$ cat src/rtl/mesi_pkg.sv
// Shared encodings for the two-core coherence controller.
// Assumes the state code values are visible at the ports and must stay fixed.
package mesi_pkg;

    typedef enum logic [1:0] {
        ST_I = 2'd0,
        ST_S = 2'd1,
        ST_E = 2'd2,
        ST_M = 2'd3
    } mesi_t;

    typedef enum logic [1:0] {
        CMD_RD   = 2'd0,
        CMD_RFO  = 2'd1,
        CMD_INV  = 2'd2,
        CMD_NONE = 2'd3
    } bus_cmd_t;

    typedef enum logic [1:0] {
        FSM_IDLE,
        FSM_LOOKUP,
        FSM_FILL,
        FSM_RESP
    } ctl_t;

endpackage

$ cat src/rtl/mesi_line_store.sv
// Direct-mapped line store for one core: tag, coherence state and data per set.
// Assumes one write per cycle; a state-only write leaves tag and data untouched.
module mesi_line_store
    import mesi_pkg::*;
#(
    parameter int IDX_W  = 2,
    parameter int TAG_W  = 4,
    parameter int LINE_W = 32
) (
    input  logic              clk,
    input  logic              rst_n,
    input  logic [IDX_W-1:0]  rd_idx,
    output logic [TAG_W-1:0]  rd_tag,
    output mesi_t             rd_st,
    output logic [LINE_W-1:0] rd_data,
    input  logic              wr_en,
    input  logic              wr_line,
    input  logic [IDX_W-1:0]  wr_idx,
    input  logic [TAG_W-1:0]  wr_tag,
    input  mesi_t             wr_st,
    input  logic [LINE_W-1:0] wr_data
);
    localparam int SETS = 1 << IDX_W;

    logic [TAG_W-1:0]  tag_q  [SETS];
    mesi_t             st_q   [SETS];
    logic [LINE_W-1:0] data_q [SETS];

    // Entry update: reset invalidates all sets, a write updates the addressed set.
    always_ff @(posedge clk) begin
        if (!rst_n) begin
            for (int e = 0; e < SETS; e++) begin
                tag_q[e]  <= '0;
                st_q[e]   <= ST_I;
                data_q[e] <= '0;
            end
        end else if (wr_en) begin
            st_q[wr_idx] <= wr_st;
            if (wr_line) begin
                tag_q[wr_idx]  <= wr_tag;
                data_q[wr_idx] <= wr_data;
            end
        end
    end

    // Asynchronous read of the addressed set.
    always_comb begin
        rd_tag  = tag_q[rd_idx];
        rd_st   = st_q[rd_idx];
        rd_data = data_q[rd_idx];
    end

    for (genvar e = 0; e < SETS; e++) begin : g_rst_chk

        rst_invalid_chk: assert property (@(posedge clk) disable iff (!rst_n)
            !$past(rst_n) |-> st_q[e] == ST_I);
    end

endmodule

$ cat src/rtl/mesi_arb.sv
// Fixed-priority grant: the lowest-numbered requesting core wins.
// Assumes en is high only while no transaction is in progress.
module mesi_arb #(
    parameter int N = 2
) (
    input  logic         clk,
    input  logic         rst_n,
    input  logic         en,
    input  logic [N-1:0] req,
    output logic [N-1:0] gnt
);
    // Priority scan from index 0 upward.
    always_comb begin
        logic found;
        found = 1'b0;
        gnt   = '0;
        for (int i = 0; i < N; i++) begin
            if (en && req[i] && !found) begin
                gnt[i] = 1'b1;
                found  = 1'b1;
            end
        end
    end


    arb_onehot_chk: assert property (@(posedge clk) disable iff (!rst_n)
        $onehot0(gnt));

    arb_low_wins_chk: assert property (@(posedge clk) disable iff (!rst_n)
        (en && req[0]) |-> gnt[0]);

endmodule

$ cat src/rtl/mesi_decide.sv
// Protocol decision for one request, given both cores' view of the line.
// Purely combinational; peer_next only matters when peer_hit is set.
module mesi_decide
    import mesi_pkg::*;
(
    input  logic     is_write,
    input  logic     own_hit,
    input  mesi_t    own_st,
    input  logic     peer_hit,
    input  mesi_t    peer_st,
    output logic     bus_en,
    output bus_cmd_t cmd,
    output logic     need_mem,
    output logic     peer_supply,
    output logic     peer_wb,
    output mesi_t    own_next,
    output mesi_t    peer_next
);
    // Select transaction, data source and next states.
    always_comb begin
        bus_en      = 1'b0;
        cmd         = CMD_NONE;
        need_mem    = 1'b0;
        peer_supply = 1'b0;
        peer_wb     = 1'b0;
        own_next    = own_st;
        peer_next   = peer_st;
        if (!is_write) begin
            if (!own_hit) begin
                bus_en = 1'b1;
                cmd    = CMD_RD;
                if (peer_hit && peer_st == ST_M) begin
                    peer_supply = 1'b1;
                    peer_wb     = 1'b1;
                    own_next    = ST_S;
                    peer_next   = ST_S;
                end else if (peer_hit) begin
                    need_mem  = 1'b1;
                    own_next  = ST_S;
                    peer_next = ST_S;
                end else begin
                    need_mem = 1'b1;
                    own_next = ST_E;
                end
            end
        end else begin
            own_next = ST_M;
            if (own_hit && own_st == ST_S) begin
                bus_en = 1'b1;
                cmd    = CMD_INV;
                if (peer_hit) peer_next = ST_I;
            end else if (!own_hit) begin
                bus_en = 1'b1;
                cmd    = CMD_RFO;
                if (peer_hit) peer_next = ST_I;
                if (peer_hit && peer_st == ST_M) begin
                    peer_supply = 1'b1;
                    peer_wb     = 1'b1;
                end else begin
                    need_mem = 1'b1;
                end
            end
        end
    end

endmodule

$ cat src/rtl/mesi_pair_ctrl.sv
// Coherence controller for two private caches on one snooping interconnect.
// Serves one request at a time: grant, lookup of both stores, optional memory
// fill, response. Assumes a requester holds its request until its response
// pulse and drops it before the following edge; memory data follows the read
// strobe by one cycle.
module mesi_pair_ctrl
    import mesi_pkg::*;
#(
    parameter int ADDR_W = 6,
    parameter int IDX_W  = 2,
    parameter int LINE_W = 32
) (
    input  logic              clk,
    input  logic              rst_n,
    input  logic              c0_req_valid,
    input  logic              c0_req_write,
    input  logic [ADDR_W-1:0] c0_req_addr,
    input  logic [LINE_W-1:0] c0_req_wdata,
    input  logic [LINE_W/8-1:0] c0_req_be,
    output logic              c0_resp_valid,
    output logic [LINE_W-1:0] c0_resp_rdata,
    output logic [1:0]        c0_resp_state,
    input  logic              c1_req_valid,
    input  logic              c1_req_write,
    input  logic [ADDR_W-1:0] c1_req_addr,
    input  logic [LINE_W-1:0] c1_req_wdata,
    input  logic [LINE_W/8-1:0] c1_req_be,
    output logic              c1_resp_valid,
    output logic [LINE_W-1:0] c1_resp_rdata,
    output logic [1:0]        c1_resp_state,
    output logic              bus_valid,
    output logic [1:0]        bus_cmd,
    output logic [ADDR_W-1:0] bus_addr,
    output logic              bus_core,
    output logic              bus_peer_supply,
    output logic              mem_rd_en,
    output logic              mem_wr_en,
    output logic [ADDR_W-1:0] mem_addr,
    output logic [LINE_W-1:0] mem_wdata,
    input  logic [LINE_W-1:0] mem_rdata
);
    localparam int TAG_W = ADDR_W - IDX_W;
    localparam int BE_W  = LINE_W / 8;
    localparam int NCORE = 2;

    ctl_t              fsm_q;
    logic              cur_core_q;
    logic              cur_wr_q;
    logic [ADDR_W-1:0] cur_addr_q;
    logic [LINE_W-1:0] cur_wdata_q;
    logic [BE_W-1:0]   cur_be_q;
    mesi_t             own_next_q;
    logic [LINE_W-1:0] resp_data_q;
    mesi_t             resp_st_q;

    logic [NCORE-1:0]  gnt;
    logic [IDX_W-1:0]  cur_idx;
    logic [TAG_W-1:0]  cur_tag;
    logic              own;
    logic              peer;

    logic [TAG_W-1:0]  rd_tag  [NCORE];
    mesi_t             rd_st   [NCORE];
    logic [LINE_W-1:0] rd_data [NCORE];
    logic              wr_en   [NCORE];
    logic              wr_line [NCORE];
    mesi_t             wr_st   [NCORE];

    logic              own_hit;
    logic              peer_hit;
    logic              dec_bus_en;
    bus_cmd_t          dec_cmd;
    logic              dec_need_mem;
    logic              dec_supply;
    logic              dec_wb;
    mesi_t             dec_own_next;
    mesi_t             dec_peer_next;

    logic [LINE_W-1:0] base_line;
    logic [LINE_W-1:0] merged;

    assign cur_idx = cur_addr_q[IDX_W-1:0];
    assign cur_tag = cur_addr_q[ADDR_W-1:IDX_W];
    assign own     = cur_core_q;
    assign peer    = ~cur_core_q;

    mesi_arb #(.N(NCORE)) u_arb (
        .clk   (clk),
        .rst_n (rst_n),
        .en    (fsm_q == FSM_IDLE),
        .req   ({c1_req_valid, c0_req_valid}),
        .gnt   (gnt)
    );

    for (genvar c = 0; c < NCORE; c++) begin : g_store
        mesi_line_store #(
            .IDX_W  (IDX_W),
            .TAG_W  (TAG_W),
            .LINE_W (LINE_W)
        ) u_store (
            .clk     (clk),
            .rst_n   (rst_n),
            .rd_idx  (cur_idx),
            .rd_tag  (rd_tag[c]),
            .rd_st   (rd_st[c]),
            .rd_data (rd_data[c]),
            .wr_en   (wr_en[c]),
            .wr_line (wr_line[c]),
            .wr_idx  (cur_idx),
            .wr_tag  (cur_tag),
            .wr_st   (wr_st[c]),
            .wr_data (merged)
        );
    end

    // Hit detection in the requester's and the other core's store.
    always_comb begin
        own_hit  = (rd_st[own] != ST_I) && (rd_tag[own] == cur_tag);
        peer_hit = (rd_st[peer] != ST_I) && (rd_tag[peer] == cur_tag);
    end

    mesi_decide u_decide (
        .is_write    (cur_wr_q),
        .own_hit     (own_hit),
        .own_st      (rd_st[own]),
        .peer_hit    (peer_hit),
        .peer_st     (rd_st[peer]),
        .bus_en      (dec_bus_en),
        .cmd         (dec_cmd),
        .need_mem    (dec_need_mem),
        .peer_supply (dec_supply),
        .peer_wb     (dec_wb),
        .own_next    (dec_own_next),
        .peer_next   (dec_peer_next)
    );

    // Line source before the write merge: memory fill, own copy or peer copy.
    always_comb begin
        if (fsm_q == FSM_FILL)
            base_line = mem_rdata;
        else if (own_hit)
            base_line = rd_data[own];
        else
            base_line = rd_data[peer];
    end

    for (genvar b = 0; b < BE_W; b++) begin : g_merge
        assign merged[b*8 +: 8] = cur_be_q[b] ? cur_wdata_q[b*8 +: 8] : base_line[b*8 +: 8];
    end

    // Store write controls: peer state change at lookup, own install at lookup or fill.
    always_comb begin
        for (int c = 0; c < NCORE; c++) begin
            wr_en[c]   = 1'b0;
            wr_line[c] = 1'b0;
            wr_st[c]   = ST_I;
        end
        if (fsm_q == FSM_LOOKUP) begin
            if (peer_hit) begin
                wr_en[peer] = 1'b1;
                wr_st[peer] = dec_peer_next;
            end
            if (!dec_need_mem) begin
                wr_en[own]   = 1'b1;
                wr_line[own] = 1'b1;
                wr_st[own]   = dec_own_next;
            end
        end else if (fsm_q == FSM_FILL) begin
            wr_en[own]   = 1'b1;
            wr_line[own] = 1'b1;
            wr_st[own]   = own_next_q;
        end
    end

    // Transaction sequencer: latch a granted request, resolve it, respond.
    always_ff @(posedge clk) begin
        if (!rst_n) begin
            fsm_q       <= FSM_IDLE;
            cur_core_q  <= 1'b0;
            cur_wr_q    <= 1'b0;
            cur_addr_q  <= '0;
            cur_wdata_q <= '0;
            cur_be_q    <= '0;
            own_next_q  <= ST_I;
            resp_data_q <= '0;
            resp_st_q   <= ST_I;
        end else begin
            unique case (fsm_q)
                FSM_IDLE: begin
                    if (|gnt) begin
                        cur_core_q  <= gnt[1];
                        cur_wr_q    <= gnt[1] ? c1_req_write : c0_req_write;
                        cur_addr_q  <= gnt[1] ? c1_req_addr : c0_req_addr;
                        cur_wdata_q <= gnt[1] ? c1_req_wdata : c0_req_wdata;
                        if (gnt[1])
                            cur_be_q <= c1_req_write ? c1_req_be : '0;
                        else
                            cur_be_q <= c0_req_write ? c0_req_be : '0;
                        fsm_q <= FSM_LOOKUP;
                    end
                end
                FSM_LOOKUP: begin
                    own_next_q <= dec_own_next;
                    if (dec_need_mem) begin
                        fsm_q <= FSM_FILL;
                    end else begin
                        resp_data_q <= merged;
                        resp_st_q   <= dec_own_next;
                        fsm_q       <= FSM_RESP;
                    end
                end
                FSM_FILL: begin
                    resp_data_q <= merged;
                    resp_st_q   <= own_next_q;
                    fsm_q       <= FSM_RESP;
                end
                default: fsm_q <= FSM_IDLE;
            endcase
        end
    end

    // Port outputs: response, interconnect and memory signalling.
    always_comb begin
        c0_resp_valid   = (fsm_q == FSM_RESP) && !cur_core_q;
        c1_resp_valid   = (fsm_q == FSM_RESP) && cur_core_q;
        c0_resp_rdata   = resp_data_q;
        c1_resp_rdata   = resp_data_q;
        c0_resp_state   = resp_st_q;
        c1_resp_state   = resp_st_q;
        bus_valid       = (fsm_q == FSM_LOOKUP) && dec_bus_en;
        bus_cmd         = dec_cmd;
        bus_addr        = cur_addr_q;
        bus_core        = cur_core_q;
        bus_peer_supply = (fsm_q == FSM_LOOKUP) && dec_supply;
        mem_rd_en       = (fsm_q == FSM_LOOKUP) && dec_need_mem;
        mem_wr_en       = (fsm_q == FSM_LOOKUP) && dec_wb;
        mem_addr        = cur_addr_q;
        mem_wdata       = rd_data[peer];
    end


    wb_with_supply_chk: assert property (@(posedge clk) disable iff (!rst_n)
        mem_wr_en |-> (bus_valid && bus_peer_supply));

    inv_no_mem_chk: assert property (@(posedge clk) disable iff (!rst_n)
        (bus_valid && bus_cmd == CMD_INV) |-> (!mem_rd_en && !mem_wr_en));

    owner_alone_chk: assert property (@(posedge clk) disable iff (!rst_n)
        (fsm_q == FSM_LOOKUP && dec_own_next == ST_M && peer_hit) |-> dec_peer_next == ST_I);

    one_source_chk: assert property (@(posedge clk) disable iff (!rst_n)
        mem_rd_en |-> !bus_peer_supply);

    resp_onehot_chk: assert property (@(posedge clk) disable iff (!rst_n)
        $onehot0({c1_resp_valid, c0_resp_valid}));

    local_hit_quiet_chk: assert property (@(posedge clk) disable iff (!rst_n)
        (fsm_q == FSM_LOOKUP && !cur_wr_q && own_hit) |-> (!bus_valid && !mem_rd_en));

endmodule

$ cat config.mk
export PLATFORM = sky130hd
export DESIGN_NAME = mesi_pair_ctrl
export DESIGN_NICKNAME = d
export VERILOG_FILES = /design/src/rtl/mesi_pkg.sv /design/src/rtl/mesi_line_store.sv /design/src/rtl/mesi_arb.sv /design/src/rtl/mesi_decide.sv /design/src/rtl/mesi_pair_ctrl.sv
export SDC_FILE = /design/constraint.sdc
export NUM_CORES = 1
export LEC_CHECK = 0
export BUFFER_PORTS_ARGS = -buffer_cell sky130_fd_sc_hd__buf_2
export CORE_UTILIZATION = 50
export CTS_CLUSTER_DIAMETER = 50
export DETAILED_ROUTE_END_ITERATION = 8
export PLACE_DENSITY = 0.71
export SYNTH_ARGS = -nofsm -noshare
export SYNTH_HDL_FRONTEND = slang
export SYNTH_SLANG_ARGS = --single-unit
$ cat constraint.sdc
create_clock -name clk -period 6.9 [get_ports clk]
set_input_delay 0.345 -clock clk [delete_from_list [all_inputs] [get_ports clk]]
set_output_delay 0.345 -clock clk [all_outputs]
set_load 0.02 [all_outputs]
==> results.toml, run 1 <==
[place]
pre_cts_slack_ns = 2.43
numPortBuffers = 242
place_hpwl_mm = 31.7
gp_congestion = 0.915
dpl.cell_count = 2168

[routing]
drc_errors = 0
antenna_left = 0
drt_iter0_markers = 1292
via_per_inst = 5.96
wl_per_cell_um = 22.5
vias = 13401
detail_route.wirelength_mm = 50.6
dr.pass1.iters = 5

[clock_network]
cts_tree = "done"
cts_resized = 0
htree_levels = 2
hold_buffers = 0
numCtsBuffers = 44
path_clk_slew_ns = 0.06
cts_setup_buffers = 0
clockBufferDepth = 3
clkLatencyLatePin_ns = 0.55
cts.sinks = 388
cts_root_buf = "clkbuf_16"

[synthesis]
syn_area_um2 = 18800
yosysSeqAreaShare_pct = 57.6
async_reset_ff_share_pct = 0
synth_top_area_share_pct = 48.7
synthTopCellsByCount = "nor2_1 (358), edfxtp_1 (304), nand2_1 (142), dfxtp_1 (84), clkbuf_1 (73)"
synth-main-ff-cell = "edfxtp_1"
syn_avg_cell_area_um2 = 11.8
synthTopCellsByArea = "edfxtp_1 (49%), dfxtp_1 (9.0%), mux4_2 (8.3%)"
ys_warn_count = 0
ys_seq_elements = 388
post-synth-top-count-cell = "nor2_1"
syn_inst = 1590
synth_edf_count = 304
synth.distinct_cells = 61
syn-num-nets = 1716
yosysTopAreaCell = "edfxtp_1"

[die]
initial_core_util_pct = 51.0
die_h_um = 196
core-area_um2 = 36800
dieArea_um2 = 38300
rows = 70
io_pins = 243
chipWidth_um = 196

[setup_path]
end_kind = "flop"
slowest_stage = "nand2_2"
critPathLaunchType = "flop"
crit_path_max_fanout = 36
worst-setup-path-type = "reg2reg"
path_cells = "buf_4 > nand2_1 > o32ai_1 > a211o_1 > xnor2_1 > nand3_2 > clkinv_2 > o31ai_4 > nor2_1 > nand2_1 > buf_4 > nand2_2"
crit_buf_inv = 3
arrival_ns = 4.53
crit_required_ns = 6.93
cpPeakStageDelay_ns = 0.75
path_delay_family = "simple AND/OR/NAND/NOR gates"

[sta]
setup_viol = 0
hold_ws_ns = 0.119
rsz0062_at_grt = "false"
tightestPinTransition_ns = 1.29
relSlewSlack_pct = 14.2
setup_tns_ns = 0
fin_crit_sh_pct = 65.3
setup_ws_ns = 2.39
max_freq_mhz = 222
skew_ns = 0.0199
min_period_ns = 4.51
final-max-slew-violation-count = 0
finalHoldViolations = 0

[final_layout]
multi_input_area_um2 = 7060
instances_no_fill = 2250
fill_cells = 2935
antenna_cells = 0
area_delta_synth_final_pct = 14.9
drive_above_1_share_pct = 26.9
fin_nets = 1872
regArea_um2 = 10800

[pwr]
p_leak_nw = 8.61
powerDensity_nw_per_um2 = 464
total_power_w = 0.00999
peakVddDrop_mv = 0.271

[global_routing]
grt_overflow_total = 0
grt_pass1_vias = 13307
grt.total_usage_pct = 26.6
grt_pass1_wl_mm = 77.5
grt_start_max_net_pins = 83
antenna_found_initial = 0

[run]
cap_violations = 0

[hold_path]
min_path_type = "in2reg"

[run_status]
status = "complete, no violations"
==> where the power goes <==
group / switching, W / internal, W / leakage, nW
Combinational: 0.00285 / 0.00142 / 4.05
Sequential: 0.000374 / 0.00297 / 3.84
Clock: 0.000964 / 0.00141 / 0.716
Total: 0.00419 / 0.00580 / 8.61
==> metrics by stage <==
stage                     area (µm²)  util [%]
final                          21600      58.6
after CTS                      21600      58.6
after global placement         20100      54.6
after floorplan                18800         -
after detailed placement       20100      54.6
after global routing           21600      58.6
==> final cells by class <==
| cell class | instances | area share, % |
|---|---|---|
| clock buffer | 60 | 5.86 |
| clock inverter | 22 | 1.03 |
| inverter | 49 | 0.859 |
| multi-input combinational | 993 | 32.7 |
| sequential | 388 | 50.2 |
| tap | 468 | 2.72 |
| timing repair buffer | 270 | 6.59 |
==> worst paths after layout <==
check,cells after the start,end,from,slack [ns]
worst max-delay path,12,g_store[0].u_store.data_q[0][11],bus_core,2.39
worst min-delay path,3,cur_be_q[1],c0_req_be[1],0.12
worst max register to register,12,g_store[0].u_store.data_q[0][11],bus_core,2.39
worst min register to register,2,own_next_q[0],own_next_q[0],0.51
==> per-layer routing <==
metal	global-route usage, %	up-vias	wire (µm)
met5	0	-	0
met4	8.83	0	1410
met3	4.01	97	3790
met2	44.3	637	24600
met1	35.8	6607	20800
li1	-	6060	-
==> placed cells by master, fill, tap and decap left out, drive strengths merged, types with 2 or more instances in the layout <==
cell and n:
o31ai 3, nor2 358, mux2i 48, o22ai 9, nand2b 5, buf 270, clkbuf 60, nor2b 10
and4 4, o31a 3, a22oi 32, a31oi 3, edfxtp 304, xnor2 4, mux2 9, clkinvlp 5
clkinv 14, inv 49, a21oi 72, ha 4, a311o 32, or4 2, bufinv 3, nand3b 2
or2 4, nor3 15, o21a 34, and2 3, a311oi 5, nor4 3, or3 3, o21ai 47
mux4 69, nand3 5, dfxtp 84, a211oi 48, nand2 143, and3 4
==> tightest hold or removal path: stages <==
cell and delay (ns):
buf_2 0.09, a311oi_1 0.08, nor3_1 0.11
==> state kept, by name (all words and copies together) (netlist names), 4 cells and up, named ones only <==
register,count
bus_addr,6
c0_resp_rdata,32
cur_be_q,4
cur_wdata_q,32
g_store.u_store.data_q,256
g_store.u_store.st_q,16
g_store.u_store.tag_q,32
==> cells by family after synthesis <==
group           synth area share (%)
mux                             11.4
buf+inv                         5.28
flops                           57.6
simple gates                    12.1
xor+xnor                       0.187
fa+ha+maj                      0.267
compound gates                  13.2
No activity file was read; power rests on OpenSTA's default activity.
==> inputs of run 2 (changes only) <==
--- a/config.mk
+++ b/config.mk
@@ -5,11 +5,12 @@
 export SDC_FILE = /design/constraint.sdc
 export NUM_CORES = 1
 export LEC_CHECK = 0
+export ABC_AREA = 1
 export BUFFER_PORTS_ARGS = -buffer_cell sky130_fd_sc_hd__buf_2
 export CORE_UTILIZATION = 50
 export CTS_CLUSTER_DIAMETER = 50
 export DETAILED_ROUTE_END_ITERATION = 8
-export PLACE_DENSITY = 0.71
+export PLACE_DENSITY = 0.73
 export SYNTH_ARGS = -nofsm -noshare
 export SYNTH_HDL_FRONTEND = slang
 export SYNTH_SLANG_ARGS = --single-unit
==> constraint.sdc (replaced) <==
create_clock -name clk -period 3.7 [get_ports clk]
set_input_delay 0.185 -clock clk [delete_from_list [all_inputs] [get_ports clk]]
set_output_delay 0.185 -clock clk [all_outputs]
set_load 0.02 [all_outputs]
==> run 2 against run 1 <==
Compared with the run above: global-route usage rose by 3.0 points; synthesized cell count rose by 44%; core utilization rose by 0.81 points; first-iteration DRC count rose by 56%; hold slack got worse by 0.11 ns; non-clock buffer count rose by 78; final area rose by 7.0%; sequential cell count did not move; clock power rose by 73%; critical endpoint is now g_store[0].u_store.data_q[2][16]; via count rose by 30%; setup slack got worse by 2.0 ns; highest routed layer unchanged; largest cell class unchanged; die area rose by 5.3%.
==> results.toml, run 2 <==
[global_routing]
grt_overflow_total = 0
antenna_found_initial = 0
grt_start_max_net_pins = 85
grt_pass1_wl_mm = 92.6
grt.total_usage_pct = 29.6
grt_pass1_vias = 16417

[clock_network]
path_clk_slew_ns = 0.06
cts_setup_buffers = 0
cts.sinks = 388
cts_root_buf = "clkbuf_16"
htree_levels = 2
clkLatencyLatePin_ns = 0.56
cts_tree = "done"
numCtsBuffers = 41
clockBufferDepth = 3

[routing]
wl_per_cell_um = 19.8
detail_route.wirelength_mm = 60.1
drc_errors = 0
vias = 17390
dr.pass1.iters = 6
antenna_left = 0
via_per_inst = 5.73
drt_iter0_markers = 2018

[pwr]
comb_power_share_pct = 47.1
p_clk_share_pct = 21.6
switching_power_w = 0.00859
swShare_pct = 45.1
p_leak_nw = 10.3
powerDensity_nw_per_um2 = 825
peakVddDrop_mv = 0.540
p_seq_share_pct = 31.3
internal-power_w = 0.0104

[place]
gp_congestion = 0.899
numPortBuffers = 242
place_hpwl_mm = 37.5

[sta]
min_period_ns = 3.35
tightestPinTransition_ns = 0.925
relSlewSlack_pct = 37.7
max_freq_mhz = 299
final-max-slew-violation-count = 0
setup_viol = 0
finalHoldViolations = 0
hold_ws_ns = 0.0122
skew_ns = 0.0193
fin_crit_sh_pct = 90.5
rsz0062_at_grt = "false"

[final_layout]
final_common_cell = "nand2_1"
drive_above_1_share_pct = 16.2
fill_cells = 3263
final_util_pct = 59.4
regMostFlops = "g_store.u_store.data_q"
antenna_cells = 0
final_cell_mix = "nand2_1 (512), nor2_1 (318), edfxtp_1 (304), buf_2 (241), inv_1 (207)"
largest_register_ffs = 256
area_delta_synth_final_pct = 16.8
fin_nets = 2610

[hold_path]
holdPathEnd = "cur_wdata_q[23]"
hold_depth = 5
min_path_type = "in2reg"
min-delay-start = "c0_req_wdata[23]"

[synthesis]
syn_avg_cell_area_um2 = 8.62
async_reset_ff_share_pct = 0
synth-main-ff-cell = "edfxtp_1"
post-synth-top-count-cell = "nand2_1"
synth_top_area_share_pct = 46.2
syn_inst = 2291
synth_edf_count = 304
yosysSeqAreaShare_pct = 54.7
synth.distinct_cells = 34
yosysTopAreaCell = "edfxtp_1"
synthTopCellsByArea = "edfxtp_1 (46%), nand2_1 (9.7%), dfxtp_1 (8.5%)"
synthTopCellsByCount = "nand2_1 (512), nor2_1 (319), edfxtp_1 (304), inv_1 (208), o21ai_0 (189)"
syn-num-nets = 2417
ys_seq_elements = 388
ys_warn_count = 0
syn_area_um2 = 19800

[setup_path]
crit_buf_inv = 3
rr_endpoint = "g_store[0].u_store.data_q[2][16]"
arrival_ns = 3.74
r2r_cells = 16
r2r_slack_ns = 0.35
worst-setup-path-type = "reg2reg"
end_kind = "flop"
crit_required_ns = 4.10
critPathLaunchType = "flop"
path_delay_family = "simple AND/OR/NAND/NOR gates"
path_cells = "inv_4 > nand2_1 > nand3_1 > nand3_1 > nand2_1 > nand2_1 > nand2_1 > nor2_2 > nand3_4 > buf_12 > nand3_1 > nand3_1 > nand2_1 > nand4_1 > buf_12 > nor2_1"
cpMostUsedCell = "nand2_1"
cpPeakStageDelay_ns = 0.50
slowest_stage = "dfxtp_4"
crit_path_max_fanout = 70

[die]
chipWidth_um = 201
io_pins = 243
rows = 72
core-area_um2 = 38800
dieArea_um2 = 40300
die_h_um = 201
initial_core_util_pct = 50.9

[run_status]
status = "complete, no violations"

[run]
cap_violations = 0
run 2: cell count changes in the layout (fill, tap and decap cells not counted), sizes merged, moves of 34 or more:
cell         previous run  this run
o211ai                  0        71
mux2i                  48         0
nand2                 143       523
dlygate4sd3             0        59
nand3                   5       121
inv                    49       214
a211oi                 48         1
mux4                   69         0
o21a                   34         0
o21ai                  47       197
a21oi                  72       129
run 2: layout make-up:
type	instances	area, µm²	area share (%)
flip-flops and latches	388	10800	46.9
multi-input cells	1489	7120	30.9
repair buffers	348	2330	10.1
clock buffers	62	1240	5.38
inverters	216	817	3.54
well taps	518	648	2.81
clock inverters	12	95.1	0.412
run 2: worst max-delay path by stage:
stage,startpoint,end,slack (ns),cells past startpoint
finish,flop,g_store[0].u_store.data_q[2][16],0.35,16
detailed placement,flop,g_store[0].u_store.data_q[2][15],0.47,16
floorplan,bus_core,g_store[1].u_store.data_q[1][0],-0.15,12
global route,flop,g_store[0].u_store.data_q[2][16],0.17,16
CTS,flop,g_store[0].u_store.data_q[2][15],0.43,16
global placement,flop,g_store[0].u_store.data_q[2][16],0.59,16
run 2: stage by stage:
| stage | instance area (µm²) | std cells | total power (W) | TNS, ns | worst slack [ns] |
|---|---|---|---|---|---|
| floorplan | 19800 | 2291 | 0.0120 | -16.20 | -0.150 |
| global placement | 21100 | 2900 | 0.0145 | 0 | 0.591 |
| detailed placement | 21100 | 2900 | 0.0146 | 0 | 0.468 |
| CTS | 23100 | 3033 | 0.0189 | 0 | 0.425 |
| global route | 23100 | 3033 | 0.0200 | 0 | 0.171 |
| finish | 23100 | 3033 | 0.0190 | 0 | 0.353 |
run 2: worst register-to-register path, delay by kind of cell (launching register included):
kind,cells,cell delay (ns)
AND/OR/NAND/NOR,13,1.90
buffers and inverters,3,0.79
flip-flops,1,0.50
run 2: per-layer routing:
layer / vias up / part of all wire, % / global-route usage (%)
li1: 8060 / - / -
met1: 8208 / 40 / 38.7
met2: 974 / 47 / 49.1
met3: 148 / 9.7 / 4.85
met4: 0 / 3.6 / 11.9
met5: - / 0 / 0
run 2: timing repair:
item | 4_1_cts | 5_1_grt
endpoints found under the hold margin | 35 | 0
hold buffers | 59 | 0
gates resized for setup | 0 | 0
run 2: cell families after synthesis:
group / share of synthesized area, %
buf+inv: 9.49
fa+ha+maj: 0.253
simple gates: 21.0
flops: 54.7
compound gates: 14.5
run 2: power by group through the flow:
stage / clock network, W / registers (W) / logic (W)
after CTS: 0.00412 / 0.00593 / 0.00881
after global routing: 0.00427 / 0.00602 / 0.00974
final: 0.00411 / 0.00595 / 0.00897
after detailed placement: 0 / 0.00600 / 0.00862
after floorplan: 0 / 0.00603 / 0.00601
after global placement: 0 / 0.00598 / 0.00849
